`config.mk`:
```
export PLATFORM = sky130hd
export DESIGN_NAME = smi_master
export DESIGN_NICKNAME = d
export VERILOG_FILES = /design/src/rtl/smi_master.sv
export SDC_FILE = /design/constraint.sdc
export NUM_CORES = 1
export LEC_CHECK = 0
export ABC_AREA = 1
export BUFFER_PORTS_ARGS = -buffer_cell sky130_fd_sc_hd__buf_2
export CAP_MARGIN = 15
export CORE_ASPECT_RATIO = 0.9
export CORE_UTILIZATION = 40
export CTS_BUF_LIST = sky130_fd_sc_hd__clkbuf_2
export CTS_CLUSTER_DIAMETER = 200
export DETAILED_ROUTE_END_ITERATION = 6
export GPL_TIMING_DRIVEN = 1
export MAX_ROUTING_LAYER = met4
export PLACE_DENSITY_LB_ADDON = 0.1
export SYNTH_ARGS = -nofsm -noshare
export SYNTH_HDL_FRONTEND = slang
export SYNTH_SLANG_ARGS = --single-unit
```
`constraint.sdc`:
```
create_clock -name clk -period 3.1 [get_ports clk]
set_input_delay 0.62 -clock clk [delete_from_list [all_inputs] [get_ports clk]]
set_output_delay 0.62 -clock clk [all_outputs]
set_load 0.02 [all_outputs]
```
`src/rtl/smi_master.sv`:
```
module smi_master #(
  parameter int HALF_CYC  = 4,
  parameter int ACK_TRIES = 8
) (
  input  logic        clk,
  input  logic        rst_n,
  input  logic        req,
  input  logic        req_rd,
  input  logic [15:0] req_addr,
  input  logic [15:0] req_wdata,
  output logic [15:0] rsp_rdata,
  output logic        rsp_done,
  output logic        rsp_err,
  output logic        busy,
  output logic        sck_o,
  output logic        sck_oe,
  output logic        sda_o,
  output logic        sda_oe,
  input  logic        sda_i
);

  localparam int CW = (HALF_CYC  > 1) ? $clog2(HALF_CYC)  : 1;
  localparam int TW = (ACK_TRIES > 1) ? $clog2(ACK_TRIES) : 1;

  typedef enum logic [2:0] {S_IDLE, S_PRE, S_START, S_TX, S_RX, S_ACK, S_STOP} st_t;

  st_t         st, nst;
  logic [2:0]  ph;
  logic [3:0]  k, kn, nb, nbits;
  logic [7:0]  sh, nbyte;
  logic [CW-1:0] dcnt;
  logic [TW-1:0] tries;
  logic        rd;
  logic [15:0] addr, wdat;
  logic        tick, last, adv;

  assign busy = (st != S_IDLE);
  assign tick = busy && (dcnt == '0);
  assign adv  = tick && last;

  always_comb begin
    kn    = k + 4'd1;
    nst   = S_STOP;
    nbyte = '0;
    nbits = 4'd8;
    case (kn)
      4'd0: begin nst = S_TX; nbyte = {7'b1011100, rd}; end
      4'd1, 4'd3, 4'd5: nst = S_ACK;
      4'd2: begin nst = S_TX; nbyte = addr[7:0]; end
      4'd4: begin nst = S_TX; nbyte = addr[15:8]; end
      4'd6: begin nst = rd ? S_RX : S_TX; nbyte = wdat[7:0]; end
      4'd8: begin nst = rd ? S_RX : S_TX; nbyte = wdat[15:8]; end
      4'd7, 4'd9: begin
        nst   = rd ? S_TX : S_ACK;
        nbyte = {kn == 4'd9, 7'b0};
        nbits = 4'd1;
      end
      default: nst = S_STOP;
    endcase
  end

  always_comb begin
    case (st)
      S_START:    last = (ph == 3'd3);
      S_TX, S_RX: last = (ph == 3'd2) && (nb == 4'd1);
      S_ACK:      last = (ph == 3'd2) && (!sda_i || tries == TW'(ACK_TRIES - 1));
      default:    last = 1'b0;
    endcase
  end

  always_ff @(posedge clk) begin
    if (!rst_n) begin
      st <= S_IDLE; ph <= '0; k <= '0; nb <= '0; sh <= '0; dcnt <= '0; tries <= '0;
      rd <= 1'b0; addr <= '0; wdat <= '0;
      rsp_rdata <= '0; rsp_done <= 1'b0; rsp_err <= 1'b0;
      sck_o <= 1'b0; sck_oe <= 1'b0; sda_o <= 1'b1; sda_oe <= 1'b0;
    end else begin
      rsp_done <= 1'b0;
      if (st == S_IDLE) begin
        if (req) begin
          st <= S_PRE; ph <= 3'd1; k <= 4'hF; tries <= '0;
          dcnt <= CW'(HALF_CYC - 1);
          rd <= req_rd; addr <= req_addr; wdat <= req_wdata;
          rsp_err <= 1'b0;
          sck_o <= 1'b0; sck_oe <= 1'b1; sda_o <= 1'b1; sda_oe <= 1'b1;
        end
      end else if (!tick) begin
        dcnt <= dcnt - CW'(1);
      end else begin
        dcnt <= CW'(HALF_CYC - 1);
        ph   <= ph + 3'd1;
        case (st)
          S_PRE: begin
            sck_o <= (ph == 3'd1);
            if (ph == 3'd2) begin st <= S_START; ph <= '0; end
          end
          S_START: begin
            case (ph)
              3'd0:    sck_o <= 1'b1;
              3'd1:    sda_o <= 1'b0;
              3'd2:    sck_o <= 1'b0;
              default: sda_o <= 1'b1;
            endcase
          end
          S_TX: begin
            case (ph)
              3'd0: begin sda_oe <= 1'b1; sda_o <= sh[7]; end
              3'd1: sck_o <= 1'b1;
              default: begin
                sck_o <= 1'b0; sh <= {sh[6:0], 1'b0}; nb <= nb - 4'd1; ph <= '0;
              end
            endcase
          end
          S_RX: begin
            case (ph)
              3'd0: sda_oe <= 1'b0;
              3'd1: sck_o <= 1'b1;
              default: begin
                sck_o <= 1'b0; nb <= nb - 4'd1; ph <= '0;
                if (k == 4'd6) rsp_rdata[7:0]  <= {rsp_rdata[6:0],  sda_i};
                else           rsp_rdata[15:8] <= {rsp_rdata[14:8], sda_i};
              end
            endcase
          end
          S_ACK: begin
            case (ph)
              3'd0: sda_oe <= 1'b0;
              3'd1: sck_o <= 1'b1;
              default: begin
                sck_o <= 1'b0;
                if (!sda_i) tries <= '0;
                else if (tries == TW'(ACK_TRIES - 1)) begin rsp_err <= 1'b1; tries <= '0; end
                else begin tries <= tries + TW'(1); ph <= '0; end
              end
            endcase
          end
          S_STOP: begin
            case (ph)
              3'd0: begin sda_oe <= 1'b1; sda_o <= 1'b0; sck_o <= 1'b1; end
              3'd1: sda_o <= 1'b1;
              3'd2, 3'd4: sck_o <= 1'b0;
              3'd3, 3'd5: sck_o <= 1'b1;
              default: begin
                sck_oe <= 1'b0; sda_oe <= 1'b0; sck_o <= 1'b0; sda_o <= 1'b1;
                rsp_done <= 1'b1; st <= S_IDLE; ph <= '0;
              end
            endcase
          end
          default: st <= S_IDLE;
        endcase
        if (adv) begin
          st <= nst; sh <= nbyte; nb <= nbits; k <= kn; ph <= '0;
        end
      end
    end
  end

endmodule

```
-- Word level (Yosys, flattened, before mapping)
Cells that the tools add are included.
- bits in registers: 82
- output and inout bits: 23
- logic and storage cells: 192
- $add $sub $neg: 5
- equal/unequal tests: 38
- multiplexer cells: 74
- bitwise gates (word level): 6
- reductions and logical operators: 51
- operators with widths (operator ; count):
    2-to-1 mux 3 bit ; 24
    case mux 8 bit (6 select lines) ; 1
    2-to-1 mux 4 bit ; 8
    2-to-1 mux 8 bit ; 3
    case mux 3 bit (4 select lines) ; 2
    AND reduction 6 bit ; 4
    2-to-1 mux 1 bit ; 22
    == test 4 x 3 -> 1 bit (second input constant) ; 5
    == test 3 bit (second input constant) ; 6
    != test 3 bit (second input constant) ; 6
    AND reduction 4 bit ; 4
    nonzero test 2 bit ; 8
    AND reduction 5 bit ; 3
    == test 3 x 2 -> 1 bit (second input constant) ; 4
    != test 4 bit (second input constant) ; 3
    case mux 1 bit (2 select lines) ; 6
    OR reduction 2 bit ; 6
    OR reduction 3 bit ; 4
    OR reduction 4 bit ; 3
    case mux 1 bit (3 select lines) ; 3
    case mux 3 bit (3 select lines) ; 1
    == test 4 x 1 -> 1 bit (second input constant) ; 2
    == test 4 x 2 -> 1 bit (second input constant) ; 2
    == test 4 bit (second input constant) ; 2
    24 further kinds ; 42

-- Longest topological paths before layout
- depth after elaboration: 8
- depth in mapped cells: 14
- depth with buffers taken out: 14

-- Least setup slack after synthesis
OpenSTA, ideal clock, no wires.
- path kind: register to register
- from: register ph[0]
- to: register nb[2]
- data arrival time: 1.627 ns
- required time: 2.982 ns
- path slack: 1.355 ns
- stages on the path, launching flop included: 15
- clock period less this slack: 1.745 ns
- path through: dfxtp_1 inv_1 ha_1 inv_1 nor2_2 inv_2 nand2_2 nor2_8 nand2_4 nand2_2 inv_2 nand2_2 nand2_1 nor2_1 nor3_2
- longest elaborated chain between the ends: 6
- ends and longest elaborated chain (what ; RTL line ; text):
    start: declaration ; 28 ; logic [2:0] ph;
    start signal: assignment ; 91 ; ph <= ph + 3'd1;
    == test 3 x 2 -> 1 bit ; 65, 66 ;
    logical AND 1 bit, on equally long branches ; 66, 65 ;
    case mux 1 bit (3 select lines) ; 63 ; case (st)
    logical AND 1 bit ; 39 ; assign adv = tick && last;
    != test 2 x 1 -> 1 bit (no source line) or nonzero test 2 bit (tied branches) ; -- ;
    AND reduction 4 bit (no source line) ; -- ;
    end signal: assignment ; 73 ; st <= S_IDLE; ph <= '0; k <= '0; nb <= '0; sh <= '0; dcnt <= '0; tries <= '0;
    end signal: assignment ; 110 ; sck_o <= 1'b0; sh <= {sh[6:0], 1'b0}; nb <= nb - 4'd1; ph <= '0;
    end signal: assignment ; 119 ; sck_o <= 1'b0; nb <= nb - 4'd1; ph <= '0;
    end: declaration ; 29 ; logic [3:0] k, kn, nb, nbits;
Several ways; a longest one is shown, not always the timed one.
A chain may end at the register's enable or synchronous reset.

-- Worst setup path after layout
- from: register st[0]
- to: output port busy
- longest elaborated chain between the ends: 1
- ends and longest elaborated chain (what ; RTL line ; text):
    start: declaration ; 27 ; st_t st, nst;
    start signal: assignment ; 73 ;
    start signal: assignment ; 81 ; st <= S_PRE; ph <= 3'd1; k <= 4'hF; tries <= '0;
    start signal: assignment ; 95 ; if (ph == 3'd2) begin st <= S_START; ph <= '0; end
    nonzero test 3 bit ; 37 ; assign busy = (st != S_IDLE);
    end: declaration ; 14 ; output logic busy,
Every way passes these cells.

==> results.toml <==
[drt]
drt-initial-drc-count = 171
drc = 2
antenna_left = 0
wl_um = 10070
vias = 3853
viasPerCell = 5.056
dr.pass1.iters = 6
wire_per_inst_um = 13.22

[sta]
rsz0062_at_grt = "no"
setup_viol = 0
hold_viol_final = 0
fin_tns_setup_ns = 0
fin_hold_ws_ns = 0.2650
worst_pin_slew_ns = 0.6442
fin_crit_ns = 2.275
period_share = 0.7340
drv_slew = 0
max-slew-margin-rel = 0.5705
skew_ns = 0.01974
timing.fmax_mhz = 439.5

[floorplanning]
die_area_mm2 = 0.01095
die_height_um = 99.38
core_mm2 = 0.01025
num_rows = 35
start_util = 0.4112
num_io_pins = 60
die_x_um = 110.2

[power_and_ir_drop]
ir_drop_mv = 0.3522
power.density_mw_per_mm2 = 657.5
leakagePower_uw = 0.002100

[setup_path]
slowest_stage = "dfxtp_1"
worstSetupPathType = "reg2out"
max_stage_delay_ns = 0.68
critPathBufInv = 1
cp.arrival_ns = 1.66
reg2reg_to = "sda_oe"
cp.required_ns = 2.48
endpoint_kind = "output pin"
crit_start = "st[0]"
ff2ff_setup_slack_ns = 0.99
worstReg2RegStart = "st[0]"
crit_path_cell_trace = "nor2_8, nand2_8, buf_2"
critPathTopFamily = "flip-flops"
ff2ff_path_depth = 9
cp_max_fo = 14
crit_path_start_kind = "register"

[hold_path]
hold_end = "wdat[9]"
hold_path_class = "in2reg"
holdPathStages = 3
hold_path.startpoint = "req_wdata[9]"

[synth]
ys_seq_area_frac = 0.3895
synthArstFlopShare = 0
syn-num-nets = 629
netlist_instances = 577
synthDistinctLibCells = 43
synth-edff-count = 0
synth_area_mm2 = 0.004214
synth_seq_cells = 82
synth_ff_type = "dfxtp_1"
synth.avg_cell_area_um2 = 7.303
ys_warn_count = 0

[global_route]
grt_pass1_wl_um = 17060
grtUsageTotal = 0.2064
antenna_found_initial = 0
grt_start_max_net_pins = 42
grt_overflow = 0
grt_pass1_vias = 3566

[layout]
layout_common_cells = "137 x nand2_1, 82 x dfxtp_1, 67 x a21oi_1"
num-nets-final = 680
nFillCells = 1110
antennaDiodeCount = 0
layout_commonest_cell = "nand2_1"
drive_above_1_share = 0.1943
area_growth_pct = 10.30

[cts]
post_cts_resize_count = 0
clk_latency_ns = 0.56
cts_made_buffers = 9
clock_path_buffers = 2
hold_buffers = 0
post_cts_buffers = 0
tritoncts = "done"
h-tree-depth = 3
clockRootBuffer = "clkbuf_2"
cts_sinks = 82
clkTransAtPathRegs_ns = 0.23

[status]
failed_checks = "design-rule violations"
status = "complete, but fails checks"

[placed_design]
io_buffers = 59
dpl.hpwl_um = 7211
gp_congestion = 0.8577

[job]
cap_violations = 0
## worst reg2reg max path, delay by kind of cell, from the launching register on
kind / cells / cell delay, ns
buf+inv: 2 / 0.45
flops: 1 / 0.68
compound gates: 2 / 0.34
simple gates: 5 / 0.54
## metrics by stage
stage	area [um^2]	cells	total power, uW	setup slack (ns)	utilization
floorplan	4214	577	2338	1.355	-
global placement	4561	746	2576	1.041	0.4451
detailed placement	4561	746	2589	1.001	0.4451
CTS	4648	762	3093	0.7896	0.4536
global route	4648	762	3306	0.7347	0.4536
finish	4648	762	3056	0.8246	0.4536
## cells in the mapped netlist, types with 4 or more instances
cell type / number / area, um^2
inv_2: 12 / 45.04
nor3_1: 5 / 25.02
dfxtp_1: 82 / 1642
nor2_1: 54 / 202.7
nand4_1: 10 / 62.56
o21ai_1: 10 / 50.05
nand3_1: 27 / 135.1
o21ai_0: 51 / 255.2
nand2_4: 6 / 67.56
nand3_2: 5 / 50.05
nand2_1: 137 / 514.2
buf_2: 4 / 20.02
inv_1: 35 / 131.4
ha_1: 15 / 187.7
clkbuf_1: 8 / 30.03
a21oi_1: 67 / 335.3
buf_6: 4 / 45.04
nand2_2: 8 / 50.05
## state kept, by name, summed over array words and instances (netlist names)
name / flops
addr: 16
dcnt: 2
k: 4
nb: 4
ph: 3
rd: 1
rsp_done: 1
rsp_err: 1
rsp_rdata: 16
sck_o: 1
sck_oe: 1
sda_o: 1
sda_oe: 1
sh: 8
st: 3
tries: 3
wdat: 16
## report_power, final
group	leakage, uW	switching [uW]	internal, uW
logic	0.00137	826	399
clock network	0.0000575	389	103
registers	0.000670	138	1200
total	0.00210	1350	1700
## layer usage
| layer | up-vias | GRT usage | wire [um] |
|---|---|---|---|
| li1 | 2007 | - | - |
| met1 | 1761 | 0.2773 | 4930 |
| met2 | 72 | 0.3144 | 4574 |
| met3 | 13 | 0.03801 | 415 |
| met4 | 0 | 0.06174 | 152 |
| met5 | - | - | 0 |
## worst max path at each step
stage,end,slack [ns],depth (start not counted)
after CTS,busy,0.79,3
after floorplan,nb[2],1.36,14
final,busy,0.82,3
after global routing,busy,0.73,3
after detailed placement,sda_oe,1.00,9
after global placement,sck_o,1.04,10
## logic make-up (layout without fill, tap and decap cells)
family / after synthesis / in the layout / synth area share
fa+ha+maj: 15 / 15 / 0.04454
compound gates: 141 / 141 / 0.1764
flops: 82 / 82 / 0.3895
simple gates: 266 / 266 / 0.3046
xor+xnor: 3 / 3 / 0.009801
buf+inv: 70 / 126 / 0.07512
## area by class of cell
| class | count | area [um^2] | share of cell area |
|---|---|---|---|
| Clock inverter | 7 | 42.54 | 0.009152 |
| Timing Repair Buffer | 61 | 310.3 | 0.06676 |
| Sequential cell | 82 | 1642 | 0.3532 |
| Tap cell | 129 | 161.4 | 0.03472 |
| Clock buffer | 9 | 45.04 | 0.009690 |
| Multi-Input combinational cell | 425 | 2256 | 0.4853 |
| Inverter | 49 | 191.4 | 0.04118 |
Note: power is estimated with default switching activity, not from simulation.
